==> config.mk <==
export PLATFORM = sky130hd
export DESIGN_NAME = subrange_seq
export DESIGN_NICKNAME = d
export VERILOG_FILES = /design/src/rtl/subrange_pkg.sv /design/src/rtl/subrange_ctrl.sv /design/src/rtl/subrange_datapath.sv /design/src/rtl/subrange_seq.sv
export SDC_FILE = /design/constraint.sdc
export NUM_CORES = 1
export LEC_CHECK = 0
export BUFFER_PORTS_ARGS = -buffer_cell sky130_fd_sc_hd__buf_4
export CAP_MARGIN = 15
export CORE_MARGIN = 4
export CORE_UTILIZATION = 47
export CTS_BUF_LIST = sky130_fd_sc_hd__clkbuf_4 sky130_fd_sc_hd__clkbuf_8 sky130_fd_sc_hd__clkbuf_16
export DETAILED_ROUTE_END_ITERATION = 12
export GPL_TIMING_DRIVEN = 0
export PLACE_DENSITY = 0.82
export SYNTH_ARGS = -nofsm -noshare
export SYNTH_HDL_FRONTEND = slang
export SYNTH_HIERARCHICAL = 1
export SYNTH_SLANG_ARGS = --single-unit
==> constraint.sdc <==
create_clock -name clk -period 1.8 [get_ports clk]
set_input_delay 0.36 -clock clk [delete_from_list [all_inputs] [get_ports clk]]
set_output_delay 0.36 -clock clk [all_outputs]
set_load 0.005 [all_outputs]
==> src/rtl/subrange_pkg.sv <==
package subrange_pkg;

    localparam int CODE_W = 4;
    localparam int RES_W  = 2 * CODE_W;

    typedef enum logic [2:0] {
        ST_IDLE   = 3'd0,
        ST_COARSE = 3'd1,
        ST_SETTLE = 3'd2,
        ST_FINE   = 3'd3,
        ST_DONE   = 3'd4
    } seq_state_t;

    typedef struct packed {
        logic [CODE_W-1:0] upper;
        logic [CODE_W-1:0] lower;
    } split_code_t;

    // DAC drive for a coarse code: code in the upper half, zeros below
    function automatic logic [RES_W-1:0] coarse_to_dac(input logic [CODE_W-1:0] c);
        split_code_t s;
        s.upper = c;
        s.lower = '0;
        return s;
    endfunction

    function automatic logic [RES_W-1:0] join_passes(input logic [CODE_W-1:0] hi,
                                                     input logic [CODE_W-1:0] lo);
        split_code_t s;
        s.upper = hi;
        s.lower = lo;
        return s;
    endfunction

endpackage

==> src/rtl/subrange_ctrl.sv <==
module subrange_ctrl
    import subrange_pkg::*;
#(
    parameter int SETTLE_CYC = 4
) (
    input  logic       clk,
    input  logic       rst,
    input  logic       start,
    output seq_state_t state,
    output logic       take_coarse,
    output logic       take_fine
);

    localparam int CNT_W = (SETTLE_CYC < 2) ? 1 : $clog2(SETTLE_CYC);
    localparam logic [CNT_W-1:0] LAST = CNT_W'(SETTLE_CYC - 1);

    seq_state_t state_q, state_d;
    logic [CNT_W-1:0] cnt_q, cnt_d;

    always_comb begin
        state_d = state_q;
        cnt_d   = cnt_q;
        unique case (state_q)
            ST_IDLE:   if (start) state_d = ST_COARSE;
            ST_COARSE: begin
                state_d = ST_SETTLE;
                cnt_d   = '0;
            end
            ST_SETTLE: begin
                if (cnt_q == LAST) state_d = ST_FINE;
                else               cnt_d   = cnt_q + 1'b1;
            end
            ST_FINE:   state_d = ST_DONE;
            ST_DONE:   state_d = ST_IDLE;
            default:   state_d = ST_IDLE;
        endcase
    end

    always_ff @(posedge clk) begin
        if (rst) begin
            state_q <= ST_IDLE;
            cnt_q   <= '0;
        end else begin
            state_q <= state_d;
            cnt_q   <= cnt_d;
        end
    end

    assign state       = state_q;
    assign take_coarse = (state_q == ST_COARSE);
    assign take_fine   = (state_q == ST_FINE);

endmodule

==> src/rtl/subrange_datapath.sv <==
module subrange_datapath
    import subrange_pkg::*;
(
    input  logic              clk,
    input  logic              rst,
    input  logic              take_coarse,
    input  logic              take_fine,
    input  logic [CODE_W-1:0] q_code,
    output logic [RES_W-1:0]  dac_code,
    output logic [RES_W-1:0]  result
);

    logic [CODE_W-1:0] coarse_q;
    logic [RES_W-1:0]  dac_q;
    logic [RES_W-1:0]  res_q;

    always_ff @(posedge clk) begin
        if (rst) begin
            coarse_q <= '0;
            dac_q    <= '0;
            res_q    <= '0;
        end else begin
            if (take_coarse) begin
                coarse_q <= q_code;
                dac_q    <= coarse_to_dac(q_code);
            end
            if (take_fine) begin
                res_q <= join_passes(coarse_q, q_code);
            end
        end
    end

    assign dac_code = dac_q;
    assign result   = res_q;

endmodule

==> src/rtl/subrange_seq.sv <==
module subrange_seq
    import subrange_pkg::*;
#(
    parameter int SETTLE_CYC = 4
) (
    input  logic              clk,
    input  logic              rst,
    input  logic              start,
    input  logic [CODE_W-1:0] q_code,
    output logic              busy,
    output logic              done,
    output logic              res_sel,
    output logic [RES_W-1:0]  dac_code,
    output logic [RES_W-1:0]  result
);

    seq_state_t state;
    logic       take_coarse;
    logic       take_fine;

    subrange_ctrl #(.SETTLE_CYC(SETTLE_CYC)) u_ctrl (
        .clk         (clk),
        .rst         (rst),
        .start       (start),
        .state       (state),
        .take_coarse (take_coarse),
        .take_fine   (take_fine)
    );

    subrange_datapath u_dp (
        .clk         (clk),
        .rst         (rst),
        .take_coarse (take_coarse),
        .take_fine   (take_fine),
        .q_code      (q_code),
        .dac_code    (dac_code),
        .result      (result)
    );

    assign busy    = (state != ST_IDLE);
    assign done    = (state == ST_DONE);
    assign res_sel = (state == ST_SETTLE) || (state == ST_FINE) || (state == ST_DONE);

endmodule

Word level (Yosys, flattened, before mapping)

Index checks and enable logic that the tools add are counted.
W data, S select, Z words.

Divide/modulo/power cells: 0
Order comparisons: 0
Shifts and indexed selects: 0
Reduce and logical (&&, ||, !) cells: 7
Mux-type cells: 5
Add/sub/neg operators: 1
Multipliers: 0
Eq/ne operators: 8
Bitwise gates (word level): 0

Operators by type and width:

| kind                  | number |
|---|---|
| $pmux W3 S4           | 1 |
| $eq A3 B2 Y1 const B  | 2 |
| $mux W3               | 2 |
| $ne A2 B2 Y1 const B  | 2 |
| $pmux W2 S2           | 1 |
| $reduce_and A2 Y1     | 2 |
| $eq A3 B1 Y1 const B  | 1 |
| $eq A3 B3 Y1 const B  | 1 |
| $logic_not A3 Y1      | 1 |
| $reduce_bool A3 Y1    | 1 |
| $add A2 B1 Y2 const B | 1 |
| $eq A2 B2 Y1 const B  | 1 |
| $logic_or A1 B1 Y1    | 2 |
| $mux W2               | 1 |
| $ne A2 B1 Y1 const B  | 1 |
| $reduce_bool A2 Y1    | 1 |

Memory bits (read-only): 0
Bits in latches: 0
Input bits: 7
Bits in writable memories: 0
Register bits: 17
Memories kept: 0

Depth between registers and ports, before layout

Gate-level depths: netlist of run 1.

Depth in word-level cells: 3
Depth in mapped cells: 6

By module

Netlist of run 1, hierarchy kept.

Modules (own cells, without submodules):

| module            | area an instance (um^2) | seq. area each (um^2) | cells an instance | instances |
|---|---|---|---|---|
| subrange_datapath | 460.4                   | 240.2                 | 44                | 1 |
| subrange_ctrl     | 260.2                   | 100.1                 | 26                | 1 |
| subrange_seq      | 30.0                    | 0.0                   | 4                 | 1 |

Worst setup path after synthesis of run 1

OpenSTA, ideal clock, no wires.

Path kind: reg-to-reg
Start: register u_ctrl.state_q[1], in the netlist u_ctrl/state[1]
End: register u_dp.res_q[0], in the netlist u_dp/result[0]
Slack: 0.535 ns
Path buffers: 2
Arrival: 1.148 ns
Stages on the path, launching flop included: 7
Cell sequence: dfxtp_1 -> buf_4 -> nor2b_4 -> and2_1 -> buf_6 -> mux2i_1 -> nor2_1

Longest elaborated chain between the ends: 1

Ends and longest elaborated chain:

| item                     | RTL line                | text |
|---|---|---|
| start: declaration       | subrange_ctrl.sv:17     | `seq_state_t state_q, state_d;` |
| start signal: assignment | subrange_ctrl.sv:44     | `state_q <= state_d;` |
| $eq A3 B2 Y1             | subrange_ctrl.sv:51     | `assign take_fine = (state_q == ST_FINE);` |
| via take_fine            | subrange_seq.sv:19      | `logic take_fine;` |
| end signal: assignment   | subrange_datapath.sv:28 | `res_q <= join_passes(coarse_q, q_code);` |
| end: declaration         | subrange_datapath.sv:15 | `logic [RES_W-1:0] res_q;` |

The timed path passes the listed nets, and every way through them passes these cells.
A chain may end at the register's enable or synchronous reset.

Final worst setup path of run 1

Start: register u_ctrl.state_q[2], in the netlist u_ctrl/state[2]
End: output res_sel

Longest elaborated chain between the ends: 3
Elaborated cells on any way between the ends: 5

Ends and longest elaborated chain:

| item                   | RTL line           | text |
|---|---|---|
| $eq A3 B2 Y1           | subrange_seq.sv:42 | `assign res_sel = (state == ST_SETTLE) \|\| (state == ST_FINE) \|\| (state == ST_DONE);` |
| $logic_or A1 B1 Y1     | subrange_seq.sv:42 |  |
| $logic_or A1 B1 Y1 (*) | subrange_seq.sv:42 |  |
| end: declaration       | subrange_seq.sv:12 | `output logic res_sel,` |

Every way passes the cells marked *; elsewhere a longest branch is shown, timed or not.

==> impl_metrics.yaml, run 1 <==
status:
  status: "complete, no violations"
worst_setup_path:
  cp_slowest_cell: "dfxtp_1"
  crit_chain: "nor3b_2, a21o_1, buf_4"
  start_kind: "flop"
  criticalPathCategory: "reg -> out"
  worstPathArrival_ns: 1.25
  cp_data_required_time_ns: 1.44
  reg2reg_from: "u_ctrl/state[1]"
  cp-end-kind: "output port"
  slowest_delay_ns: 0.50
  startpoint: "u_ctrl/state[2]"
  crit_family: "flip-flops"
  path_max_fanout: 8
  path_buf_inv: 1
clock_network:
  clkLatencyLatePin_ns: 0.29
  root_buffer: "clkbuf_4"
  cts_hold_buf: 0
  cts_setup_buffers: 0
  clk_path_buf_depth: 2
  ctsHtreeMaxLevel: 1
  ctsResizeCount: 0
  cts_tree: "done"
  clock-sinks: 17
  clkSlewWorstSetupHoldPaths_ns: 0.10
  numCtsBuffers: 3
hold_path:
  worstHoldStart: "rst"
  hp-class: "in -> reg"
finish:
  fin_nets: 111
  areaGrowthSynthToFinish_pct: 28.83
  layout-drive-gt1-share_pct: 35.29
  n_fill_cell: 135
  n_antenna_cell: 0
drt:
  wirelength_um: 1356
  drt_iter0_markers: 7
  via_per_inst: 4.788
  drtPass1Iterations: 4
  wl_met3_um: 127
  dr_wl_met2_um: 622
  drc: 0
  vias: 565
  dr.max_layer_used: "met4"
  drtAntennaViolNets: 0
  met1_length_um: 593
  wl_per_cell_um: 11.49
die:
  floorplan.die_area_um2: 2301
  die_h_um: 47.97
  start_util_pct: 49.83
  core-area_um2: 1506
  io_pins: 26
  rows: 14
  dieWidth_um: 47.97
timing:
  fin_tns_setup_ns: 0
  skew_ns: 0.0008616
  drv_slew: 0
  timing.final.hold_violations: 0
  timing.fmax_ghz: 0.6218
  rsz0062_at_grt: "no"
  layout_min_cycle_time_ns: 1.608
  fin_ws_ns: 0.1919
  setup_violations: 0
  min_period_over_period_pct: 89.34
placed_design:
  gp_congestion: 0.6633
  dpl.hpwl_um: 1015
  port_buffers: 21
  post-place-ws_ns: 0.4170
synthesis:
  synth_area_leaders: "dfxtp_1, mux2i_1, nor2_1, buf_4, o32ai_2"
  synth_top_area_share_pct: 45.33
  netlist_area_um2: 750.7
  synth_top_area_cell: "dfxtp_1"
  synth_edf_count: 0
  syn_inst: 74
  synth_most_common_cell: "dfxtp_1"
  synth_common_cells: "dfxtp_1, nor2_1, mux2i_1"
  synth_seq_cells: 17
  postSynthAreaPerCell_um2: 10.14
  async_flop_share_pct: 0
  yosysWarnings: 6
  synth-main-ff-cell: "dfxtp_1"
  synth_cell_types: 26
  synth-seq-area-share_pct: 45.33
global_routing:
  grt_overflow_total: 0
  grt_pass1_vias: 501
  grt_pass1_wl_um: 2090
  grt_start_max_net_pins: 11
  gr-usage-all-layers_pct: 13.54
  antenna_found_initial: 0
pwr:
  vdd_drop_max_mv: 0.5340
  p_leak_nw: 0.4245
  cellPowerDensity_nw_per_um2: 740.6
  total_power_w: 0.0007162
job:
  drv_cap: 0
[logic make-up after synthesis]
logic type	Yosys count	share of synthesized area, %
and+or+nand+nor	24	17.17
xor gates and xnor gates	1	1.167
DFF	17	45.33
buffers and inverters	11	9.332
adders and majority gates	1	1.666
AOI/OAI and AO/OA	6	7.502
other	1	0.4995
muxes	13	17.33
[power by group]
part           switching, W  internal, W  leakage, nW
Clock              0.000119    0.0000826       0.0177
Sequential        0.0000151     0.000390        0.138
Combinational     0.0000447    0.0000650        0.269
Total              0.000179     0.000538        0.424
[sequential cells by signal (all words and copies together), names as in the netlist]
register / flops
u_ctrl/cnt_q: 2
u_ctrl/state: 3
u_dp/dac_code: 4
u_dp/result: 8
[cell type report]
| cell class | count | area, um2 | area share, % |
|---|---|---|---|
| Clock inverter | 1 | 5.005 | 0.5175 |
| Tap cell | 16 | 20.02 | 2.070 |
| Buffer | 8 | 58.81 | 6.080 |
| Clock buffer | 3 | 22.52 | 2.329 |
| Multi-Input combinational cell | 49 | 351.6 | 36.35 |
| Sequential cell | 17 | 340.3 | 35.19 |
| Timing Repair Buffer | 21 | 157.7 | 16.30 |
| Inverter | 3 | 11.26 | 1.164 |
[metal layers]
layer,GRT usage [%],up-vias
met5,0,-
met4,9.677,0
met3,5.263,2
met2,19.53,18
met1,16.22,249
li1,-,296
[per-stage QoR]
stage	utilization, %	std cells	hold slack (ns)	area [um2]
6_report	64.20	118	0.3020	967.2
5_1_grt	64.20	118	0.3047	967.2
3_3_place_gp	62.38	114	0.4770	939.7
4_1_cts	64.20	118	0.2852	967.2
3_5_place_dp	62.38	114	0.4874	939.7
2_1_floorplan	-	77	0.4316	762.0
[final timing paths]
path	endpoint	slack (ns)	depth (start not counted)
setup / recovery	res_sel	0.19	3
hold / removal	u_dp/result[5]	0.30	2
setup reg to reg	u_dp/result[4]	0.41	6
hold reg to reg	u_dp/result[5]	0.51	2
[layout by cell type (no fill, tap or decap)]
| cell | instances |
|---|---|
| a21o_1 | 1 |
| a22oi_1 | 1 |
| a32oi_1 | 1 |
| and2_1 | 1 |
| buf_2 | 1 |
| buf_4 | 26 |
| buf_6 | 1 |
| clkbuf_2 | 1 |
| clkbuf_4 | 3 |
| clkinv_2 | 1 |
| conb_1 | 4 |
| dfxtp_1 | 17 |
| ha_1 | 1 |
| inv_1 | 3 |
| mux2i_1 | 13 |
| nand2b_1 | 2 |
| nor2_1 | 14 |
| nor2b_1 | 1 |
| nor2b_4 | 1 |
| nor3_1 | 1 |
| nor3b_1 | 1 |
| nor3b_2 | 1 |
| nor4_1 | 1 |
| o21a_1 | 1 |
| o32ai_1 | 1 |
| o32ai_2 | 1 |
| or3_1 | 1 |
| xnor2_1 | 1 |
Note: power is estimated with default switching activity, not from simulation.
==> run 2: changes to the inputs <==
--- a/config.mk
+++ b/config.mk
@@ -8,11 +8,11 @@
 export BUFFER_PORTS_ARGS = -buffer_cell sky130_fd_sc_hd__buf_4
 export CAP_MARGIN = 15
 export CORE_MARGIN = 4
-export CORE_UTILIZATION = 47
+export CORE_UTILIZATION = 45
 export CTS_BUF_LIST = sky130_fd_sc_hd__clkbuf_4 sky130_fd_sc_hd__clkbuf_8 sky130_fd_sc_hd__clkbuf_16
 export DETAILED_ROUTE_END_ITERATION = 12
 export GPL_TIMING_DRIVEN = 0
-export PLACE_DENSITY = 0.82
+export PLACE_DENSITY = 0.79
 export SYNTH_ARGS = -nofsm -noshare
 export SYNTH_HDL_FRONTEND = slang
 export SYNTH_HIERARCHICAL = 1
==> run 2 against run 1 <==
Die area rose by 3.7%. Sequential share of layout area did not move. First-iteration DRC count did not move. Utilization fell by 1.5 points. Power rose by 0.16%. Via count rose by 1.2%. Routed wire length rose by 6.3%. Highest routed layer unchanged.
==> impl_metrics.yaml, run 2 (synthesis gave the netlist of run 1 again) <==
die:
  core-area_um2: 1541
  io_pins: 26
  floorplan.die_area_um2: 2386
  die_h_um: 48.85
  start_util_pct: 48.70
  dieWidth_um: 48.85
  rows: 14
clock_network:
  cts_tree: "done"
  root_buffer: "clkbuf_4"
  ctsHtreeMaxLevel: 1
  clkLatencyLatePin_ns: 0.28
  clk_path_buf_depth: 2
  ctsResizeCount: 0
  numCtsBuffers: 3
  clock-sinks: 17
  clkSlewWorstSetupHoldPaths_ns: 0.10
  cts_hold_buf: 0
  cts_setup_buffers: 0
global_routing:
  grt_pass1_vias: 567
  gr-usage-all-layers_pct: 13.28
  grt_overflow_total: 0
  grt_pass1_wl_um: 2532
  antenna_found_initial: 0
  grt_start_max_net_pins: 11
drt:
  via_per_inst: 4.847
  wirelength_um: 1441
  wl_per_cell_um: 12.21
  drc: 0
  drt_iter0_markers: 7
  vias: 572
  drtAntennaViolNets: 0
  drtPass1Iterations: 4
worst_setup_path:
  start_kind: "flop"
  path_max_fanout: 9
  worstPathArrival_ns: 1.24
  reg2reg_slack_ns: 0.36
  r2r_cells: 6
  criticalPathCategory: "reg -> out"
  crit_chain: "or3_1, buf_4"
  reg2reg_from: "u_ctrl/state[1]"
  cp_slowest_cell: "dfxtp_1"
  cp-end-kind: "output port"
  regToRegEndpoint: "u_dp/result[1]"
  slowest_delay_ns: 0.42
  cp_data_required_time_ns: 1.44
placed_design:
  port_buffers: 21
  dpl.hpwl_um: 1031
  gp_congestion: 0.6637
timing:
  timing.fmax_ghz: 0.6250
  skew_ns: 0.001693
  drv_slew: 0
  setup_violations: 0
  timing.final.hold_violations: 0
  layout_min_cycle_time_ns: 1.600
  rsz0062_at_grt: "no"
  min_period_over_period_pct: 88.88
  fin_tns_setup_ns: 0
pwr:
  cellPowerDensity_nw_per_um2: 741.7
  clock_power_share_pct: 28.1
  pwr-share-seq_pct: 56.5
  p_int_w: 0.0005376
  p_leak_nw: 0.4245
  vdd_drop_max_mv: 0.3747
  switchingPower_w: 0.0001798
  total_power_w: 0.0007174
  netSwitchingFraction_pct: 25.07
  combPwrFrac_pct: 15.4
finish:
  layout_common_cells: "buf_4, dfxtp_1, nor2_1, mux2i_1, conb_1"
  final_common_cell: "buf_4"
  areaGrowthSynthToFinish_pct: 28.83
  layout-drive-gt1-share_pct: 35.29
  largest_reg_flops: 8
  fin_nets: 111
  n_antenna_cell: 0
hold_path:
  hold_end: "u_ctrl/state[2]"
  holdPathStages: 2
  hp-class: "in -> reg"
  worstHoldStart: "rst"
job:
  drv_cap: 0
status:
  status: "complete, no violations"
[run 2: cell counts in the layout (fill, tap and decap cells not counted)]
No cell type changed its count.
[run 2: worst max-delay path by stage]
stage	startpoint	endpoint	slack [ns]
after detailed placement	u_ctrl/state[1]	u_dp/result[1]	0.40
after global routing	u_ctrl/state[2]	res_sel	0.10
final	u_ctrl/state[0]	busy	0.20
after global placement	u_ctrl/state[1]	u_dp/result[0]	0.44
after CTS	u_ctrl/state[2]	res_sel	0.18
after floorplan	u_ctrl/state[1]	u_dp/result[0]	0.54
[run 2: power by group through the flow]
stage          Combinational (W)  Sequential [W]  Clock [W]
4_1_cts                 0.000111        0.000406   0.000210
5_1_grt                 0.000124        0.000409   0.000228
2_1_floorplan          0.0000681        0.000412          0
3_3_place_gp            0.000108        0.000413          0
6_report                0.000110        0.000405   0.000201
3_5_place_dp            0.000110        0.000414          0
[run 2: metrics by stage]
stage               instance area [um2]  cells  worst slack [ns]  util (%)  hold WS, ns
floorplan                         762.0     77            0.5353         -       0.4316
global route                      967.2    118            0.1034     62.74       0.3042
finish                            967.2    118            0.2001     62.74       0.3044
detailed placement                939.7    114            0.3962     60.96       0.4825
global placement                  939.7    114            0.4439     60.96       0.4764
CTS                               967.2    118            0.1800     62.74       0.2978
[run 2: critical path, delay by kind of cell, from the launching register on]
kind | cells | cell delay, ns
buffers and inverters | 1 | 0.14
and+or+nand+nor | 1 | 0.40
DFF | 1 | 0.42
[run 2: per-layer routing]
metal | up-vias | track usage [%] | part of all wire, %
li1 | 296 | - | -
met1 | 257 | 14.93 | 44
met2 | 17 | 22.39 | 50
met3 | 2 | 3.058 | 4.9
met4 | 0 | 8.072 | 1.5
met5 | - | 0 | 0
[run 2: layout make-up]
class / instances / area, um2
Fill cell: 141 / 574.3
Clock buffer: 3 / 22.52
Multi-Input combinational cell: 49 / 351.6
Clock inverter: 1 / 5.005
Inverter: 3 / 11.26
Tap cell: 16 / 20.02
Timing Repair Buffer: 21 / 157.7
Buffer: 8 / 58.81
Sequential cell: 17 / 340.3
